`src/rtl/hstep_pkg.sv`:
```
package hstep_pkg;

   typedef enum logic [1:0] {
      MV_HOLD = 2'b00,
      MV_IN   = 2'b01,
      MV_OUT  = 2'b10
   } move_e;

endpackage

```
`src/rtl/hstep_coil_reg.sv`:
```
module hstep_coil_reg #(
   parameter int PHASES = 4,
   localparam int IW = (PHASES > 1) ? $clog2(PHASES) : 1
) (
   input  logic              clk,
   input  logic              rst_n,
   input  logic              wr,
   input  logic [IW-1:0]     sel,
   input  logic              on,
   output logic [PHASES-1:0] state
);

   logic [PHASES-1:0] nxt;

   for (genvar g = 0; g < PHASES; g++) begin : g_bit
      always_comb nxt[g] = on && (sel == IW'(g));
   end

   always_ff @(posedge clk) begin
      if (!rst_n)
         state <= '0;
      else if (wr)
         state <= nxt;
   end

endmodule

```
`src/rtl/hstep_ring_dir.sv`:
```
module hstep_ring_dir #(
   parameter int PHASES = 4
) (
   input  logic [PHASES-1:0] state,
   input  logic [PHASES-1:0] last,
   output hstep_pkg::move_e  mv
);
   import hstep_pkg::*;

   logic [PHASES-1:0] fwd_hit;
   logic [PHASES-1:0] bwd_hit;

   for (genvar g = 0; g < PHASES; g++) begin : g_cmp
      localparam int NX = (g + 1) % PHASES;
      always_comb begin
         fwd_hit[g] = last[g] & state[NX];
         bwd_hit[g] = last[NX] & state[g];
      end
   end

   always_comb begin
      if (|fwd_hit)
         mv = MV_IN;
      else if (|bwd_hit)
         mv = MV_OUT;
      else
         mv = MV_HOLD;
   end

endmodule

```
`src/rtl/hstep_pos_acc.sv`:
```
module hstep_pos_acc #(
   parameter int PHASES   = 4,
   parameter int MAX_STEP = 69,
   parameter int DELTA_W  = 8,
   localparam int PW = $clog2(MAX_STEP + 1),
   localparam int SW = ((PW > DELTA_W) ? PW : DELTA_W) + 3
) (
   input  logic                      clk,
   input  logic                      rst_n,
   input  logic                      adv_en,
   input  hstep_pkg::move_e          adv,
   input  logic                      jog_vld,
   input  logic signed [DELTA_W-1:0] jog_delta,
   input  logic [PHASES-1:0]         state,
   output logic [PW-1:0]             pos,
   output logic [PHASES-1:0]         last
);
   import hstep_pkg::*;

   localparam logic signed [SW-1:0] MAXS = SW'(MAX_STEP);
   localparam logic [PHASES-1:0]    LAST_RST = PHASES'(1);

   logic signed [SW-1:0] inc;
   logic signed [SW-1:0] jog_x;
   logic signed [SW-1:0] sum;
   logic [PW-1:0]        pos_nxt;
   logic                 moved;

   always_comb begin
      inc = '0;
      if (adv_en && adv == MV_IN)
         inc = SW'(1);
      else if (adv_en && adv == MV_OUT)
         inc = -SW'(1);
      jog_x = jog_vld ? SW'(jog_delta) : '0;
      sum   = $signed({{(SW - PW){1'b0}}, pos}) + jog_x + inc;
      if (sum < 0)
         pos_nxt = '0;
      else if (sum > MAXS)
         pos_nxt = PW'(MAX_STEP);
      else
         pos_nxt = sum[PW-1:0];
      moved = adv_en && (adv != MV_HOLD);
   end

   always_ff @(posedge clk) begin
      if (!rst_n) begin
         pos  <= '0;
         last <= LAST_RST;
      end else begin
         pos <= pos_nxt;
         if (moved)
            last <= state;
      end
   end

endmodule

```
`src/rtl/head_stepper_tracker.sv`:
```
module head_stepper_tracker #(
   parameter int PHASES   = 4,
   parameter int MAX_STEP = 69,
   parameter int DELTA_W  = 8,
   localparam int IW = (PHASES > 1) ? $clog2(PHASES) : 1,
   localparam int PW = $clog2(MAX_STEP + 1)
) (
   input  logic                      clk,
   input  logic                      rst_n,
   input  logic                      motor_on,
   input  logic                      coil_wr,
   input  logic [IW-1:0]             coil_sel,
   input  logic                      coil_on,
   input  logic                      eval_stb,
   input  logic                      jog_vld,
   input  logic signed [DELTA_W-1:0] jog_delta,
   output logic [PW-1:0]             head_pos,
   output logic [PHASES-1:0]         coil_state
);
   import hstep_pkg::*;

   if (PHASES < 3) begin : g_bad_phases
      $error("PHASES must be at least 3 for a direction to be decodable");
   end
   if (MAX_STEP < 1) begin : g_bad_max
      $error("MAX_STEP must be at least 1");
   end
   if (DELTA_W < 2) begin : g_bad_dw
      $error("DELTA_W must be at least 2");
   end

   move_e             mv;
   logic [PHASES-1:0] last_coil;

   hstep_coil_reg #(.PHASES(PHASES)) u_coil (
      .clk   (clk),
      .rst_n (rst_n),
      .wr    (coil_wr),
      .sel   (coil_sel),
      .on    (coil_on),
      .state (coil_state)
   );

   hstep_ring_dir #(.PHASES(PHASES)) u_dir (
      .state (coil_state),
      .last  (last_coil),
      .mv    (mv)
   );

   hstep_pos_acc #(
      .PHASES   (PHASES),
      .MAX_STEP (MAX_STEP),
      .DELTA_W  (DELTA_W)
   ) u_acc (
      .clk       (clk),
      .rst_n     (rst_n),
      .adv_en    (motor_on && eval_stb),
      .adv       (mv),
      .jog_vld   (jog_vld),
      .jog_delta (jog_delta),
      .state     (coil_state),
      .pos       (head_pos),
      .last      (last_coil)
   );

endmodule

```
`config.mk`:
```
export PLATFORM = sky130hd
export DESIGN_NAME = head_stepper_tracker
export DESIGN_NICKNAME = d
export VERILOG_FILES = /design/src/rtl/hstep_pkg.sv /design/src/rtl/hstep_coil_reg.sv /design/src/rtl/hstep_ring_dir.sv /design/src/rtl/hstep_pos_acc.sv /design/src/rtl/head_stepper_tracker.sv
export SDC_FILE = /design/constraint.sdc
export NUM_CORES = 1
export LEC_CHECK = 0
export CAP_MARGIN = 30
export CORE_MARGIN = 3
export CORE_UTILIZATION = 50
export DETAILED_ROUTE_END_ITERATION = 10
export PLACE_DENSITY = 0.8
export SYNTH_ARGS = -nofsm -noshare
export SYNTH_HDL_FRONTEND = slang
export SYNTH_SLANG_ARGS = --single-unit
```
`constraint.sdc`:
```
create_clock -name clk -period 5.1 [get_ports clk]
set_input_delay 1.275 -clock clk [delete_from_list [all_inputs] [get_ports clk]]
set_output_delay 1.275 -clock clk [all_outputs]
set_load 0.05 [all_outputs]
```
; ---- After elaboration in Yosys (flattened, before gate mapping)
; Cells that the tools add are included.
[classes]
n_addsub = 2
magnitude_cmp = 2
eq_ne = 5
mux = 6
bitwise_logic = 9
reduce_logical = 14
[ops]
columns = cell, n
row1 = 11-bit two-way mux, 3
row2 = 11-bit adder, 1
row3 = 8-bit by 11-bit adder with 11-bit output, 1
row4 = 11-bit by 8-bit greater-than comparator with 1-bit output (second input constant), 1
row5 = 11-bit by 1-bit < comparator with 1-bit output (second input constant), 1
row6 = 1-bit bitwise AND, 8
row7 = 1-bit logical AND, 8
row8 = 4-bit OR reduction, 2
row9 = 7-bit two-way mux, 1
row10 = 2-bit == test (second input constant), 3
row11 = 2-bit by 1-bit == test with 1-bit output (second input constant), 2
row12 = 2-bit two-way mux, 2
row13 = 3-bit OR reduction, 1
row14 = 2-bit logical NOT, 1
row15 = 2-bit nonzero test, 1
row16 = 2-bit OR reduction, 1
row17 = 1-bit NOT, 1
[totals]
register_bits = 15
out_inout_bits = 11
wordCells = 42

; ---- Depth between registers and ports, before layout
; Gate-level depths: netlist of run 1.
[depth]
word_depth = 11
ltp_mapped = 14

; ---- Modules after synthesis
; From an unflattened synthesis of run 1, not the netlist that was laid out.
[unflattened]
cells_unflattened = 133
hier_area_um2 = 1278.7
[modules_own_cells]
columns = module, instances, cells_each, area_per_inst_um2, seq_area_each_um2
row1 = hstep_pos_acc, 1, 110, 1054.8, 220.2
row2 = hstep_coil_reg, 1, 16, 171.4, 80.1
row3 = hstep_ring_dir, 1, 6, 46.3, 0.0
row4 = head_stepper_tracker, 1, 1, 6.3, 0.0

; ---- Worst setup path before layout of run 1
; OpenSTA, ideal clock, no wires.
[synth_path]
kind = input to register
from = input port motor_on
to = register u_acc.pos[1]
arrival_ns = 3.939
required_time_ns = 5.039
slack_ns = 1.100
cell_stages = 11
path_cell_list = nand2_1 a21oi_1 nor2b_1 inv_1 fa_1 fa_1 nor2b_4 o31a_1 o22ai_4 a221oi_4 and4_1
[synth_between]
elab_chain_len = 7
[synth_lines]
columns = item, line
row1 = "start, declared", head_stepper_tracker.sv:10  ; input logic motor_on,
row2 = 1-bit logical AND (*), head_stepper_tracker.sv:57  ; .adv_en (motor_on && eval_stb),
row3 = 1-bit logical AND, hstep_pos_acc.sv:33  ; else if (adv_en && adv == MV_OUT)
row4 = 11-bit two-way mux, hstep_pos_acc.sv:33
row5 = 11-bit two-way mux (*), hstep_pos_acc.sv:31  ; if (adv_en && adv == MV_IN)
row6 = 11-bit adder (*), hstep_pos_acc.sv:36  ; sum = $signed({{(SW - PW){1'b0}}, pos}) + jog_x + inc;
row7 = 11-bit by 8-bit greater-than comparator with 1-bit output / 11-bit by 1-bit < comparator with 1-bit output (equally long branches), "hstep_pos_acc.sv:39, hstep_pos_acc.sv:37"
row8 = 3-bit OR reduction (no source line), n/a
row9 = "end signal, assigned", hstep_pos_acc.sv:51  ; pos <= pos_nxt;
row10 = "end, declared", hstep_pos_acc.sv:15  ; output logic [PW-1:0] pos,
; Every way passes the cells marked *; elsewhere a longest branch is shown, timed or not.
; A chain may end at the register's enable or synchronous reset.

; ---- Worst setup path after layout of run 1
[layout_path]
from = input port eval_stb
to = register u_acc.pos[1]
[layout_between]
elab_chain_len = 7
[layout_lines]
columns = item, line
row1 = "start, declared", head_stepper_tracker.sv:14  ; input logic eval_stb,
row2 = 1-bit logical AND (*), head_stepper_tracker.sv:57
row3 = 1-bit logical AND, hstep_pos_acc.sv:33
row4 = 11-bit two-way mux, hstep_pos_acc.sv:33
row5 = 11-bit two-way mux (*), hstep_pos_acc.sv:31
row6 = 11-bit adder (*), hstep_pos_acc.sv:36
row7 = 11-bit by 8-bit greater-than comparator with 1-bit output / 11-bit by 1-bit < comparator with 1-bit output (equally long branches), "hstep_pos_acc.sv:39, hstep_pos_acc.sv:37"
row8 = 3-bit OR reduction (no source line), n/a
; Marks and branches as above.

==> flow_summary.toml, run 1 <==
[die]
die_w_um = 55.4
initial_core_util_pct = 53.7
die_y_um = 55.4
dieArea_um2 = 3070
io_pins = 28
core_um2 = 2280
fp-row-count = 17

[logic_synthesis]
yosysWarnings = 0
ys_seq_area_share_pct = 24.6
synth_seq_cells = 15
netlist_instances = 134
synth_area_um2 = 1220
avgSynthCellArea_um2 = 9.12
syn_nets = 168
yosys-top-cells-count = "inv_1 (20), dfxtp_1 (15), nand2_1 (14), ha_1 (9), fa_1 (8)"
synth_edf_count = 0
synth_ff_type = "dfxtp_1"
synth-async-reset-ratio_pct = 0
synth.area.top_cells = "dfxtp_1 (25%), fa_1 (13%), ha_1 (9.2%)"
ys_types = 40
synth.top_cell.area_share_pct = 24.6
synth_top_cell_by_area = "dfxtp_1"
synthMostInstantiatedCell = "inv_1"

[sta]
max_freq_mhz = 231
relSlewSlack_pct = 65.7
rsz0062_at_grt = "no"
maxSlewViolCount = 0
finalCritPeriodShare_pct = 84.8
fin_crit_ps = 4320
tightest_slew_ps = 513
final.setup.tns_ps = 0
hold_viol = 0
finalSetupViolCount = 0
fin_skew_ps = 0.646

[global_route]
antenna_found_initial = 0
grt_start_max_net_pins = 14
grt.total_usage_pct = 19.2
grt_pass1_wl_mm = 4.78
grt_overflow = 0
grt_pass1_vias = 1082

[worst_setup_path]
worstPathArrival_ps = 4560
cp-start-kind = "primary input"
crit_type = "in -> reg"
critPathMaxFanout = 7
end_kind = "flip-flop"
worstPathRequired_ps = 5330

[clock_tree]
clk_transition_reported_paths_ps = 90
cts.path.max_buffers = 2
htreeDepth = 1
numCtsBuffers = 3
cts_sinks = 15
post_cts_buffers = 0
cts_tree = "yes"
clk_latency_ps = 280
post_cts_resized = 0
ctsRootBufferMaster = "clkbuf_4"
hold_buffers = 0

[layout]
nets = 200
nFillCells = 192
drive_gt1_share_pct = 8.48
n_antenna_cell = 0
syn_to_final_growth_pct = 27.5

[placed_design]
hpwl_mm = 2.30
port_buffers = 27
gp_routability_congestion = 0.842

[power_and_ir_drop]
p_total_uw = 314
power_density_nw_per_um2 = 201
p_leak_uw = 0.000705
ir_drop_v = 0.000246

[route]
drt-vias-per-instance = 5.48
ant_nets = 0
drtIter0Drc = 31
first_pass_iters = 4
wl_mm = 2.78
drc_errors = 0
wl_per_cell_um = 14.4
via_count = 1058

[outcome]
status = "finished clean"

[min_path]
hold_class = "reg -> reg"

[job]
maxCapViolations = 0
## stage by stage
stage          area, µm²  util, %  setup WS [ps]  cells  hold WS (ps)
2_1_floorplan       1220        -           1100    134           470
3_3_place_gp        1530     67.3            586    189           492
3_5_place_dp        1530     67.3            483    189           503
4_1_cts             1560     68.5            742    193           524
5_1_grt             1560     68.5            558    193           553
6_report            1560     68.5            775    193           522
## sequential cells by signal, indices dropped and copies added, names as in the netlist
name / cells
u_acc.pos: 7
u_coil.state: 4
u_acc.last: 4
## worst max-delay path: stages
cell and delay (ps):
clkdlybuf4s50_1 500, nand2_1 70, a21oi_1 170, nor2b_1 190
inv_1 200, fa_1 630, inv_1 60, ha_1 300
nand3_1 110, nand2_1 110, a21boi_2 190, o21bai_2 100
a221oi_4 390, and4_1 230
## cells in the final DEF (no fill, tap or decap), types with 2 or more instances in the layout
cell type,Yosys,layout
clkdlybuf4s50_1,0,27
inv_1,20,20
dfxtp_1,15,15
nand2_1,14,14
ha_1,9,9
fa_1,8,8
a21oi_1,6,6
nor2b_1,5,5
a22oi_1,4,4
mux2i_1,4,4
nor2_1,4,4
and2_1,3,3
and3_1,3,3
nand2b_1,3,3
a21boi_0,3,3
a31oi_1,3,3
clkbuf_4,0,3
nand3_1,2,2
nand4_1,2,2
o21a_1,2,2
xnor2_1,2,2
nand4b_1,2,2
## area by class of cell
type	instances	area, µm²	share of cell area (%)
Clock buffer	3	22.5	1.44
Inverter	20	75.1	4.82
Multi-Input combinational cell	98	843	54.1
Tap cell	28	35.0	2.25
Clock inverter	1	5.00	0.321
Sequential cell	15	300	19.3
Timing Repair Buffer	28	278	17.8
## where the power goes
part           switching (µW)  total (µW)  leakage (µW)  internal (µW)
clock                    39.3        68.5     0.0000177           29.2
sequential               4.33         127      0.000122            123
combinational            67.4         118      0.000565           50.9
total                     111         314      0.000705            203
## worst paths after layout
path | slack (ps) | start | depth (start not counted) | to
max | 780 | eval_stb | 14 | u_acc.pos[1]
min | 520 | u_acc.last[0] | 2 | u_acc.last[0]
max reg2reg | 1760 | u_coil.state[1] | 13 | u_acc.pos[1]
min reg2reg | 520 | u_acc.last[0] | 2 | u_acc.last[0]
## metal layers
| metal | vias up | GRT usage, % | share of wire [%] |
|---|---|---|---|
| li1 | 532 | - | - |
| met1 | 499 | 25.8 | 46 |
| met2 | 27 | 32.4 | 49 |
| met3 | 0 | 4.44 | 5.0 |
| met4 | 0 | 2.08 | 0 |
| met5 | - | 0 | 0 |
## cells by family (layout without fill, tap and decap cells)
| kind of cell | count (synthesis) | in the layout | synth area share (%) |
|---|---|---|---|
| compound gates | 30 | 30 | 20.5 |
| xor+xnor | 3 | 3 | 2.15 |
| fa+ha+maj | 17 | 17 | 22.3 |
| buf+inv | 21 | 52 | 6.45 |
| flops | 15 | 15 | 24.6 |
| mux | 4 | 4 | 3.28 |
| simple gates | 44 | 44 | 20.8 |
Power figures use the tool's default switching activity.
==> run 2, diff against run 1 <==
==> constraint.sdc (replaced) <==
create_clock -name clk -period 4 [get_ports clk]
set_input_delay 1 -clock clk [delete_from_list [all_inputs] [get_ports clk]]
set_output_delay 1 -clock clk [all_outputs]
set_load 0.05 [all_outputs]
==> flow_summary.toml, run 2 (synthesized netlist as in run 1, its figures left out) <==
[outcome]
status = "finished clean"

[route]
drt-vias-per-instance = 5.32
drc_errors = 0
via_count = 1128
ant_nets = 0
wl_mm = 3.02
drtIter0Drc = 11
first_pass_iters = 4
wl_per_cell_um = 14.2

[worst_setup_path]
worstPathRequired_ps = 4240
startpoint = "motor_on"
ff2ff_setup_slack_ps = 710
end_kind = "flip-flop"
rr_worst_depth = 14
critPathMaxFanout = 7
worstPathArrival_ps = 4090
crit_type = "in -> reg"
r2r_end = "u_acc.pos[1]"
endpoint = "u_acc.pos[1]"
rr_startpoint = "u_coil.state[1]"
cp-start-kind = "primary input"

[layout]
final_util_pct = 75.9
multiInputGateArea_um2 = 863
register_area_um2 = 300
top_regs = "u_acc.pos (7), u_acc.last (4), u_coil.state (4)"
nFillCells = 168
final_common_cell = "clkdlybuf4s50_1"
drive_gt1_share_pct = 21.2
syn_to_final_growth_pct = 41.4
regMostFlops = "u_acc.pos"
largest_register_ffs = 7
nets = 219
n_antenna_cell = 0
final_cell_mix = "clkdlybuf4s50_1 (26), inv_1 (19), buf_4 (19)"

[clock_tree]
htreeDepth = 1
cts.path.max_buffers = 2
hold_buffers = 0
numCtsBuffers = 3
cts_tree = "yes"
ctsRootBufferMaster = "clkbuf_4"
clk_latency_ps = 290
clk_transition_reported_paths_ps = 90
cts_sinks = 15

[power_and_ir_drop]
power_density_nw_per_um2 = 242
p_leak_uw = 0.000807
ir_drop_v = 0.000223

[global_route]
antenna_found_initial = 0
grtUsageMet1_pct = 22.7
grt_pass1_vias = 1165
grt_pass1_wl_mm = 4.94
use_met3_pct = 4.91
grt.total_usage_pct = 20.2
busiest_layer = "met2"
grt_use_met2_pct = 37.5
grt_start_max_net_pins = 14
grt_overflow = 0

[die]
die_y_um = 55.4
die_w_um = 55.4
io_pins = 28
initial_core_util_pct = 53.7
dieArea_um2 = 3070
fp-row-count = 17
core_um2 = 2280

[sta]
timing.hold.ws_ps = 526
relSlewSlack_pct = 66.4
fin_crit_ps = 3850
finalCritPeriodShare_pct = 96.2
fin_skew_ps = 6.77
tightest_slew_ps = 502
maxSlewViolCount = 0
finalSetupViolCount = 0
rsz0062_at_grt = "no"
hold_viol = 0
max_freq_mhz = 260

[placed_design]
port_buffers = 27
hpwl_mm = 2.49
gp_routability_congestion = 0.825

[min_path]
hold_class = "reg -> reg"

[job]
maxCapViolations = 0
-- run 2: how the worst min path moves through the flow --
stage	to	from	cells after the start	slack, ps
6_report	u_acc.last[0]	u_acc.last[0]	2	530
5_1_grt	u_acc.last[0]	u_acc.last[0]	2	560
3_5_place_dp	u_acc.last[0]	u_acc.last[0]	2	500
2_1_floorplan	u_acc.last[0]	u_acc.last[0]	2	470
4_1_cts	u_acc.last[0]	u_acc.last[0]	2	530
3_3_place_gp	u_acc.last[0]	u_acc.last[0]	2	490
-- run 2: cell type report --
type / instances / share of cell area (%)
multi-input cells: 98 / 50.0
repair buffers: 47 / 24.7
flip-flops and latches: 15 / 17.4
inverters: 20 / 4.34
well taps: 28 / 2.03
clock buffers: 3 / 1.30
clock inverters: 1 / 0.290
-- run 2: where the power goes --
group	leakage [µW]	switching, µW	total (µW)	internal (µW)
registers	0.000122	5.42	162	157
clock network	0.0000177	51.0	88.2	37.2
logic	0.000667	90.5	168	77.0
total	0.000807	147	418	271
-- run 2: per-stage QoR --
| step | TNS (ps) | cell area (µm²) | worst slack (ps) | cells | total power [µW] |
|---|---|---|---|---|---|
| 5_1_grt | 0 | 1730 | 6.50 | 212 | 441 |
| 4_1_cts | 0 | 1690 | 55.2 | 211 | 420 |
| 2_1_floorplan | 0 | 1220 | 275 | 134 | 265 |
| 3_3_place_gp | -883 | 1670 | -152 | 207 | 326 |
| 6_report | 0 | 1730 | 153 | 212 | 418 |
| 3_5_place_dp | -1560 | 1670 | -250 | 207 | 330 |
-- run 2: critical path, cell delays in order --
cell             delay (ps)
clkdlybuf4s50_1         420
nand2_1                  80
a21oi_2                  40
nor2b_4                 140
buf_6                   130
fa_1                    500
ha_2                    180
inv_1                    60
fa_2                    380
nor2b_4                 130
o31a_1                  210
o22ai_4                  90
buf_4                   140
a221oi_4                350
and4_1                  240
-- run 2: timing repair --
item | 4_1_cts | 5_1_grt
setup buffers | 0 | 1
setup endpoints to repair | 0 | 7
gates resized for setup | 0 | 9
-- run 2: routing by layer --
layer | vias to the layer above | share of wire [%]
li1 | 561 | -
met5 | - | 0
met1 | 539 | 40
met2 | 26 | 55
met3 | 2 | 5.1
met4 | 0 | 0.36
==> run 3, diff against run 2 <==
--- a/config.mk
+++ b/config.mk
@@ -10,6 +10,7 @@
 export CORE_UTILIZATION = 50
 export DETAILED_ROUTE_END_ITERATION = 10
 export PLACE_DENSITY = 0.8
+export SETUP_SLACK_MARGIN = 0.2
 export SYNTH_ARGS = -nofsm -noshare
 export SYNTH_HDL_FRONTEND = slang
 export SYNTH_SLANG_ARGS = --single-unit
==> constraint.sdc (replaced) <==
create_clock -name clk -period 4.34 [get_ports clk]
set_input_delay 1.085 -clock clk [delete_from_list [all_inputs] [get_ports clk]]
set_output_delay 1.085 -clock clk [all_outputs]
set_load 0.05 [all_outputs]
==> flow_summary.toml, run 3 (synthesized netlist as in run 1, its figures left out) <==
[outcome]
status = "finished clean"

[min_path]
hold_depth = 2
hold_class = "reg -> reg"

[worst_setup_path]
cp.depth = 15
rr_worst_depth = 14
cpMostUsedCell = "nor2b_4"
slowest_stage = "clkdlybuf4s50_1"
crit_type = "in -> reg"
cpPeakStageDelay_ps = 500
end_kind = "flip-flop"
cp_cell_sequence = "clkdlybuf4s50_1, nand2_1, a21oi_2, nor2b_4, buf_4, fa_1, ha_1, inv_1, fa_2, nor2b_4, o31a_1, o22ai_4, o21ai_2, a221oi_4, and4_1"
cp-start-kind = "primary input"
critPathMaxFanout = 7
worstPathArrival_ps = 4240
path_buf_inv = 3
worstPathRequired_ps = 4580
critPathTopFamily = "compound AO/OA/AOI/OAI gates"

[layout]
final_common_cell = "clkdlybuf4s50_1"
nFillCells = 168
drive_gt1_share_pct = 16.9
final_cell_count_no_fill = 205
post-route-cell-area_um2 = 1660
top_regs = "u_acc.pos (7), u_acc.last (4), u_coil.state (4)"
regMostFlops = "u_acc.pos"
nets = 212
syn_to_final_growth_pct = 36.0
final_cell_mix = "clkdlybuf4s50_1 (27), inv_1 (19), dfxtp_1 (15)"
final_util_pct = 73.1
n_antenna_cell = 0
largest_register_ffs = 7

[power_and_ir_drop]
ir_drop_v = 0.000208
power_density_nw_per_um2 = 228
p_leak_uw = 0.000763

[clock_tree]
htreeDepth = 1
cts_tree = "yes"
clk_latency_ps = 280
ctsRootBufferMaster = "clkbuf_4"
cts.path.max_buffers = 2
cts_sinks = 15
post_cts_resized = 0
clk_transition_reported_paths_ps = 90
hold_buffers = 0
post_cts_buffers = 0
numCtsBuffers = 3

[route]
drt-vias-per-instance = 5.37
via_count = 1100
drtIter0Drc = 22
wl_mm = 3.02
ant_nets = 0
first_pass_iters = 4
drc_errors = 0
wl_per_cell_um = 14.7

[placed_design]
place_inst = 201
hpwl_mm = 2.48
port_buffers = 27
gp_routability_congestion = 0.825
place_area_um2 = 1620

[die]
initial_core_util_pct = 53.7
dieArea_um2 = 3070
fp-row-count = 17
io_pins = 28
core_um2 = 2280
die_y_um = 55.4
die_w_um = 55.4

[sta]
final.setup.tns_ps = 0
maxSlewViolCount = 0
hold_viol = 0
relSlewSlack_pct = 66.1
tightest_slew_ps = 506
fin_crit_ps = 4010
rsz0062_at_grt = "no"
fin_skew_ps = 2.99
finalCritPeriodShare_pct = 92.3
max_freq_mhz = 250
finalSetupViolCount = 0

[global_route]
grt_overflow = 0
grt_pass1_vias = 1190
antenna_found_initial = 0
grt_pass1_wl_mm = 5.26
grt_start_max_net_pins = 14
grt.total_usage_pct = 21.4

[job]
maxCapViolations = 0
[run 3: through the flow]
step	power [µW]	setup WS, ps	hold slack (ps)
floorplan	244	530	470
global placement	297	67.9	496
detailed placement	301	-30.4	529
CTS	380	262	549
global route	402	225	597
finish	379	333	550
[run 3: final timing paths]
check | from | endpoint | slack [ps]
max | eval_stb | u_acc.pos[1] | 330
min | u_acc.last[0] | u_acc.last[0] | 550
max reg2reg | u_coil.state[1] | u_acc.pos[1] | 1070
min reg2reg | u_acc.last[0] | u_acc.last[0] | 550
[run 3: tightest hold or removal path, delay by kind of cell, from the launching register on]
family / cells / cell delay (ps)
multiplexers: 1 / 90
flip-flops: 1 / 380
AND/OR/NAND/NOR: 1 / 60
[run 3: per-layer routing]
| layer | GRT usage, % | share of wire (%) | vias to the layer above |
|---|---|---|---|
| li1 | - | - | 547 |
| met1 | 25.9 | 43 | 510 |
| met2 | 35.8 | 50 | 34 |
| met4 | 7.29 | 1.9 | 0 |
| met5 | 0 | 0 | - |
| met3 | 6.54 | 5.2 | 9 |
[run 3: layout make-up]
class / instances / area [µm²] / share of cell area (%)
clock buffers: 3 / 22.5 / 1.35
clock inverters: 1 / 5.00 / 0.301
inverters: 20 / 75.1 / 4.51
multi-input cells: 98 / 857 / 51.5
flip-flops and latches: 15 / 300 / 18.1
well taps: 28 / 35.0 / 2.11
repair buffers: 40 / 368 / 22.1
[run 3: where the power goes]
| group | switching [µW] | internal, µW |
|---|---|---|
| clock network | 46.1 | 34.2 |
| registers | 5.54 | 144 |
| logic | 81.8 | 67.1 |
